<file path="config.mk">
export PLATFORM = sky130hd
export DESIGN_NAME = serial_101_detector
export DESIGN_NICKNAME = d
export VERILOG_FILES = /design/src/rtl/det_pkg.sv /design/src/rtl/det_fsm.sv /design/src/rtl/det_sat_counter.sv /design/src/rtl/serial_101_detector.sv
export SDC_FILE = /design/constraint.sdc
export NUM_CORES = 1
export LEC_CHECK = 0
export BUFFER_PORTS_ARGS = -buffer_cell sky130_fd_sc_hd__buf_4
export CELL_PAD_IN_SITES_DETAIL_PLACEMENT = 2
export CELL_PAD_IN_SITES_GLOBAL_PLACEMENT = 2
export CORE_MARGIN = 4
export CORE_UTILIZATION = 24
export DETAILED_ROUTE_END_ITERATION = 16
export PLACE_DENSITY_LB_ADDON = 0.1
export SYNTH_ARGS = -nofsm -noshare
export SYNTH_HDL_FRONTEND = slang
export SYNTH_SLANG_ARGS = --single-unit
</file>
<file path="constraint.sdc">
create_clock -name clk -period 1.61 [get_ports clk]
set_clock_uncertainty 0.15 [all_clocks]
set_input_delay 0.322 -clock clk [delete_from_list [all_inputs] [get_ports clk]]
set_output_delay 0.322 -clock clk [all_outputs]
set_load 0.005 [all_outputs]
</file>
<file path="src/rtl/det_pkg.sv">
package det_pkg;
  typedef enum logic [2:0] {
    ST_IDLE = 3'd0,
    ST_ONE  = 3'd1,
    ST_ONEZ = 3'd2,
    ST_ACC  = 3'd3
  } det_state_t;
endpackage

</file>
<file path="src/rtl/det_fsm.sv">
module det_fsm
  import det_pkg::*;
(
  input  logic       clk,
  input  logic       rst,
  input  logic       bit_valid,
  input  logic       bit_in,
  input  logic       overlap_en,
  output det_state_t state_q,
  output logic       match_now
);
  det_state_t state_d;

  // Total next-state table; any code outside the four legal ones goes to idle.
  always_comb begin
    state_d = state_q;
    if (bit_valid) begin
      unique case (state_q)
        ST_IDLE: state_d = bit_in ? ST_ONE : ST_IDLE;
        ST_ONE:  state_d = bit_in ? ST_ONE : ST_ONEZ;
        ST_ONEZ: state_d = bit_in ? ST_ACC : ST_IDLE;
        ST_ACC: begin
          if (bit_in)          state_d = ST_ONE;
          else if (overlap_en) state_d = ST_ONEZ;
          else                 state_d = ST_IDLE;
        end
        default: state_d = ST_IDLE;
      endcase
    end
  end

  assign match_now = bit_valid && bit_in && (state_q == ST_ONEZ);

  always_ff @(posedge clk) begin
    if (rst) state_q <= ST_IDLE;
    else     state_q <= state_d;
  end

  // no strobe, no movement
  p_hold_r8: assert property (@(posedge clk) disable iff (rst)
    !bit_valid |=> $stable(state_q));
  // non-overlapping mode never resumes at "seen 10" after accept
  p_nonoverlap_r5: assert property (@(posedge clk) disable iff (rst)
    (state_q == ST_ACC && bit_valid && !overlap_en) |=> (state_q != ST_ONEZ));
  // overlapping mode keeps the completing 1 as a prefix
  p_overlap_r4: assert property (@(posedge clk) disable iff (rst)
    (state_q == ST_ACC && bit_valid && overlap_en && !bit_in) |=> (state_q == ST_ONEZ));
  // a 0 in idle never leaves idle
  p_zero_idle_r7: assert property (@(posedge clk) disable iff (rst)
    (state_q == ST_IDLE && bit_valid && !bit_in) |=> (state_q == ST_IDLE));
endmodule

</file>
<file path="src/rtl/det_sat_counter.sv">
module det_sat_counter #(
  parameter int CNT_W = 8
) (
  input  logic             clk,
  input  logic             rst,
  input  logic             inc,
  output logic [CNT_W-1:0] count_q
);
  localparam logic [CNT_W-1:0] CNT_MAX = {CNT_W{1'b1}};

  always_ff @(posedge clk) begin
    if (rst)                          count_q <= '0;
    else if (inc && count_q != CNT_MAX) count_q <= count_q + 1'b1;
  end

  p_no_overflow_r9: assert property (@(posedge clk) disable iff (rst)
    (count_q == CNT_MAX) |=> (count_q == CNT_MAX));
  p_count_step_r9: assert property (@(posedge clk) disable iff (rst)
    (inc && count_q != CNT_MAX) |=> (count_q == $past(count_q) + 1'b1));
  p_count_hold_r8: assert property (@(posedge clk) disable iff (rst)
    !inc |=> $stable(count_q));
endmodule

</file>
<file path="src/rtl/serial_101_detector.sv">
module serial_101_detector
  import det_pkg::*;
#(
  parameter int CNT_W = 8
) (
  input  logic             clk,
  input  logic             rst,
  input  logic             bit_valid,
  input  logic             bit_in,
  input  logic             overlap_en,
  output logic             hit_mealy,
  output logic             hit_moore,
  output logic [CNT_W-1:0] match_count
);
  det_state_t state_q;
  logic       match_now;

  det_fsm u_fsm (
    .clk        (clk),
    .rst        (rst),
    .bit_valid  (bit_valid),
    .bit_in     (bit_in),
    .overlap_en (overlap_en),
    .state_q    (state_q),
    .match_now  (match_now)
  );

  det_sat_counter #(.CNT_W(CNT_W)) u_cnt (
    .clk     (clk),
    .rst     (rst),
    .inc     (match_now),
    .count_q (match_count)
  );

  assign hit_mealy = match_now;
  assign hit_moore = (state_q == ST_ACC);

  // Moore follows Mealy by one cycle
  p_moore_follows_r3: assert property (@(posedge clk) disable iff (rst)
    hit_mealy |=> hit_moore);
  p_moore_source_r3: assert property (@(posedge clk) disable iff (rst)
    $rose(hit_moore) |-> $past(hit_mealy));
  // no Mealy flag without a strobe
  p_mealy_strobe_r8: assert property (@(posedge clk) disable iff (rst)
    !bit_valid |-> !hit_mealy);
endmodule

</file>
==> flow_summary.json, run 1 <==
{
  "drc_errors": 0,
  "synth.avg_cell_area_um2": 8.543,
  "cts_buffers": 3,
  "worstRegToRegCells": 5,
  "cellLeakagePower_nw": 0.3617,
  "grt-ovfl-total": 0,
  "die_h_um": 53.44,
  "synth_warnings": 0,
  "firstDrtPassIters": 3,
  "final_cell_mix": "buf_4 (25), nor2_1 (8), dfxtp_1 (6)",
  "status": "complete, no violations",
  "nFillCells": 239,
  "die_w_um": 53.44,
  "fmax_mhz": 637.9,
  "io_pins": 15,
  "crit_buf_inv": 0,
  "wl_per_cell_um": 13.78,
  "ant_nets": 0,
  "path_clk_slew_ns": 0.07,
  "synth_nets": 64,
  "antenna_cells": 0,
  "maxCapViolCount": 0,
  "viasPerCell": 4.767,
  "cts.sinks": 10,
  "dieArea_um2": 2855,
  "grt.busiest_layer": "met2",
  "dp.cells": 109,
  "slowest_stage": "or4_4",
  "cts.path.max_buffers": 2,
  "place.gp.congestion": 0.7389,
  "ys_types": 23,
  "hold_viol": 0,
  "endpoint_kind": "flop",
  "port_buffers": 14,
  "layout.cells.non_filler": 116,
  "crit_required_ns": 1.66,
  "arrival_ns": 1.62,
  "wl_mm": 1.598,
  "nNetsFinal": 96,
  "final-seq-area_um2": 205.2,
  "cp.depth": 5,
  "area_delta_synth_final_pct": 63.64,
  "vias": 553,
  "whs_path_depth": 2,
  "cpLargestDelayFamily": "simple AND/OR/NAND/NOR gates",
  "max_stage_delay_ns": 0.53,
  "postCtsHoldBufs": 0,
  "start_util": 0.2526,
  "setup_violations": 0,
  "grt_util_met2": 0.2408,
  "grt_max_degree": 11,
  "place_hpwl_mm": 1.214,
  "slew_viol_final": 0,
  "drtIter0Drc": 3,
  "fin_util": 0.4133,
  "cts_tree": "done",
  "clock_latency_ns": 0.26,
  "ys_ff_latch": 10,
  "tightest_slew_ns": 0.2275,
  "path_class": "reg2reg",
  "ir_drop_mv": 0.3638,
  "crit_chain": "ha_2, nand3_2, nor2_2, or4_4, a21oi_1",
  "multi_input_area_um2": 300.3,
  "root_buffer": "clkbuf_4",
  "yosysSeqAreaShare": 0.4040,
  "fin_crit_sh": 0.9737,
  "syn_area_um2": 495.5,
  "grt_use_met3": 0.02535,
  "drive_above_1_share": 0.4944,
  "synthCells": 58,
  "grt_pass1_vias": 608,
  "grt_pass1_wl_mm": 2.794,
  "met1_usage": 0.1599,
  "hold_path_class": "in2reg",
  "cts.htree.levels": 1,
  "powerDensity_nw_per_um2": 627.8,
  "slew_headroom": 0.8472,
  "antenna_found_initial": 0,
  "worstPathMaxFanout": 4,
  "layout_commonest_cell": "buf_4",
  "core-area_um2": 1962,
  "rsz0062_at_grt": "true",
  "grt.total_usage": 0.1364,
  "start_kind": "flop",
  "rows": 16,
  "fin_crit_ns": 1.568
}
-- what timing repair did --
action | CTS | global route
setup buffers | 2 | 1
pin swaps | 0 | 3
hold endpoints to repair | 0 | 0
endpoints found under the setup margin | 3 | 6
gates resized for setup | 7 | 7
-- logic make-up after synthesis --
logic type | share of synthesized area
and+or+nand+nor | 0.3106
DFF | 0.4040
AOI/OAI and AO/OA | 0.1111
buffers and inverters | 0.03029
muxes | 0.08333
xor gates and xnor gates | 0.03536
adders and majority gates | 0.02525
-- flip-flops by register name, summed over array words and instances (netlist names) --
name / cells
u_cnt.count_q: 8
u_fsm.state_q: 2
-- synth_stat cells --
cell	number	share of area
or3_1	1	0.013
or2_1	1	0.013
nand3_1	3	0.030
nand4b_4	1	0.048
o2111ai_1	1	0.018
nor3_1	5	0.050
and2_1	2	0.025
o31ai_1	1	0.015
or4_1	1	0.015
nor2_1	9	0.068
inv_1	3	0.023
o21ai_0	3	0.030
mux2i_1	3	0.061
mux2_2	1	0.023
xor2_1	2	0.035
nand2_1	3	0.023
dfxtp_1	10	0.40
and3_1	1	0.013
ha_1	1	0.025
a21oi_1	3	0.030
nand4_1	1	0.013
a32oi_1	1	0.018
clkbuf_1	1	0.0076
-- layout make-up --
class | count | area share
Multi-Input combinational cell | 44 | 0.3704
Inverter | 3 | 0.01698
Timing Repair Buffer | 28 | 0.2731
Tap cell | 27 | 0.04167
Sequential cell | 10 | 0.2531
Clock buffer | 4 | 0.04475
-- final timing paths --
| check | from | endpoint | slack, ns |
|---|---|---|---|
| worst min register to register | u_cnt.count_q[0] | u_cnt.count_q[0] | 0.39 |
| worst min-delay path | rst | u_cnt.count_q[0] | 0.15 |
| worst max-delay path | u_cnt.count_q[0] | u_cnt.count_q[5] | 0.04 |
| worst max register to register | u_cnt.count_q[0] | u_cnt.count_q[5] | 0.04 |
-- metrics by stage --
step | power (W) | worst slack [ns] | setup TNS [ns] | instance area (µm²) | hold WS (ns)
after floorplan | 0.0002689 | 0.09129 | 0 | 495.5 | 0.3192
after global placement | 0.0002845 | 0.01143 | 0 | 713.2 | 0.4100
after detailed placement | 0.0002852 | -0.02896 | -0.02896 | 713.2 | 0.4186
after CTS | 0.0005274 | 0.002055 | 0 | 778.2 | 0.1452
after global routing | 0.0005373 | -0.05385 | -0.1742 | 810.8 | 0.1628
final | 0.0005090 | 0.04233 | 0 | 810.8 | 0.1512
-- where the power goes --
part	switching (W)	internal, W
combinational	0.0000143	0.0000166
clock	0.0000895	0.000137
sequential	0.00000159	0.000250
total	0.000105	0.000404
-- layer usage --
| metal | vias to the layer above | routed length, µm |
|---|---|---|
| met5 | - | 0 |
| li1 | 268 | - |
| met4 | 0 | 12 |
| met2 | 8 | 856 |
| met1 | 275 | 682 |
| met3 | 2 | 47 |
Note: power is estimated with default switching activity, not from simulation.
==> run 2, diff against run 1 <==
--- a/config.mk
+++ b/config.mk
@@ -11,7 +11,7 @@
 export CORE_MARGIN = 4
 export CORE_UTILIZATION = 24
 export DETAILED_ROUTE_END_ITERATION = 16
-export PLACE_DENSITY_LB_ADDON = 0.1
+export PLACE_DENSITY = 0.71
 export SYNTH_ARGS = -nofsm -noshare
 export SYNTH_HDL_FRONTEND = slang
 export SYNTH_SLANG_ARGS = --single-unit
==> flow_summary.json, run 2 (synthesis results as in run 1) <==
{
  "fmax_mhz": 643.6,
  "slew_headroom": 0.8231,
  "fin_crit_sh": 0.9651,
  "rrSetupSlack_ns": 0.06,
  "routed.top_layer": "met4",
  "drc_errors": 0,
  "die_h_um": 53.44,
  "worstRegToRegCells": 5,
  "cellLeakagePower_nw": 0.3529,
  "vias": 536,
  "io_pins": 15,
  "min_to": "u_cnt.count_q[5]",
  "place_hpwl_mm": 1.252,
  "fin_crit_ns": 1.554,
  "dieArea_um2": 2855,
  "start_kind": "flop",
  "start_util": 0.2526,
  "fin_util": 0.3992,
  "drt-met1-wl_um": 631,
  "largest_reg_flops": 8,
  "arrival_ns": 1.62,
  "grt_max_degree": 11,
  "grt_pass1_vias": 611,
  "nNetsFinal": 94,
  "hold_path_class": "in2reg",
  "rsz0062_at_grt": "true",
  "die_w_um": 53.44,
  "layout_commonest_cell": "buf_4",
  "viasPerCell": 4.702,
  "wl_per_cell_um": 13.82,
  "dp_slack_ns": -0.006278,
  "cts.htree.levels": 1,
  "wl_mm": 1.576,
  "grt.total_usage": 0.1331,
  "worstPathMaxFanout": 4,
  "hold_viol": 0,
  "powerDensity_nw_per_um2": 657.9,
  "crit_required_ns": 1.68,
  "regMostFlops": "u_cnt.count_q",
  "route.met3.wl_um": 91,
  "ant_nets": 0,
  "antenna_found_initial": 0,
  "firstDrtPassIters": 3,
  "drtIter0Drc": 6,
  "ir_drop_mv": 0.3631,
  "slew_viol_final": 0,
  "endpoint_kind": "flop",
  "port_buffers": 14,
  "path_clk_slew_ns": 0.07,
  "setup_violations": 0,
  "cts_buffers": 3,
  "postCtsHoldBufs": 0,
  "grt-ovfl-total": 0,
  "tns_ns": 0,
  "timing.rr.start": "u_cnt.count_q[0]",
  "hp-start": "rst",
  "rows": 16,
  "maxCapViolCount": 0,
  "grt_pass1_wl_mm": 2.711,
  "whs_path_depth": 2,
  "status": "complete, no violations",
  "drive_above_1_share": 0.4598,
  "core-area_um2": 1962,
  "cts.path.max_buffers": 2,
  "tightest_slew_ns": 0.2630,
  "final_cell_mix": "buf_4 (25), nor2_1 (9), dfxtp_1 (6)",
  "dr_wl_met2_um": 840,
  "reg_top3": "u_cnt.count_q (8), u_fsm.state_q (2)",
  "path_class": "reg2reg",
  "cts_tree": "done",
  "antenna_cells": 0,
  "place.gp.congestion": 0.6821,
  "rr_endpoint": "u_cnt.count_q[5]",
  "fin_ws_ns": 0.05622,
  "area_delta_synth_final_pct": 58.08,
  "cts.sinks": 10,
  "hold_slack_ns": 0.1410,
  "root_buffer": "clkbuf_4",
  "clock_latency_ns": 0.27
}
==> run 2: cell count changes in the layout (fill, tap and decap cells not counted), sizes merged <==
cell / previous run / this run
buf: 28 / 26
==> run 2: through the flow <==
stage                     std cells  total power (W)  instance area, µm²
after floorplan                  58        0.0002689               495.5
after global placement          109        0.0002836               713.2
after detailed placement        109        0.0002847               713.2
after CTS                       114        0.0005214               768.2
after global routing            114        0.0005448               783.3
final                           114        0.0005153               783.3
==> run 2: worst max path at each step <==
stage          cells after the start          endpoint              from  slack, ns
2_1_floorplan                      5  u_cnt.count_q[5]  u_cnt.count_q[0]       0.09
3_3_place_gp                       5  u_cnt.count_q[5]         bit_valid       0.06
3_5_place_dp                       5  u_cnt.count_q[5]         bit_valid     -0.006
4_1_cts                            5  u_cnt.count_q[5]  u_cnt.count_q[0]       0.02
5_1_grt                            5  u_cnt.count_q[4]  u_cnt.count_q[6]      -0.02
6_report                           5  u_cnt.count_q[5]  u_cnt.count_q[0]       0.06
==> run 2: final cells by class <==
type	instances	area (µm²)
timing repair buffer	26	198.9
multi-input combinational	44	292.8
fill	244	1179
tap	27	33.78
clock buffer	4	36.28
inverter	3	13.76
sequential	10	207.7
==> run 2: what timing repair did <==
action | CTS | global route
pin swaps | 0 | 1
resized for setup | 6 | 5
setup buffers | 2 | 0
setup endpoints to repair | 2 | 4
==> run 2: metal layers <==
layer / up-vias / global-route usage
li1: 263 / -
met1: 257 / 0.1438
met2: 13 / 0.2408
met3: 3 / 0.06197
met4: 0 / 0.01277
met5: - / 0
==> run 2: where the power goes <==
| part | total (W) | leakage (nW) | internal (W) | switching [W] |
|---|---|---|---|---|
| registers | 0.000250 | 0.0829 | 0.000248 | 0.00000188 |
| logic | 0.0000298 | 0.249 | 0.0000156 | 0.0000142 |
| clock network | 0.000235 | 0.0210 | 0.000138 | 0.0000975 |
==> run 2: critical path, stage by stage, from the launching register on <==
cell     delay [ns]
dfxtp_2        0.33
ha_1           0.20
nand3_1        0.10
nor2_1         0.08
or4_4          0.49
a21oi_2        0.14
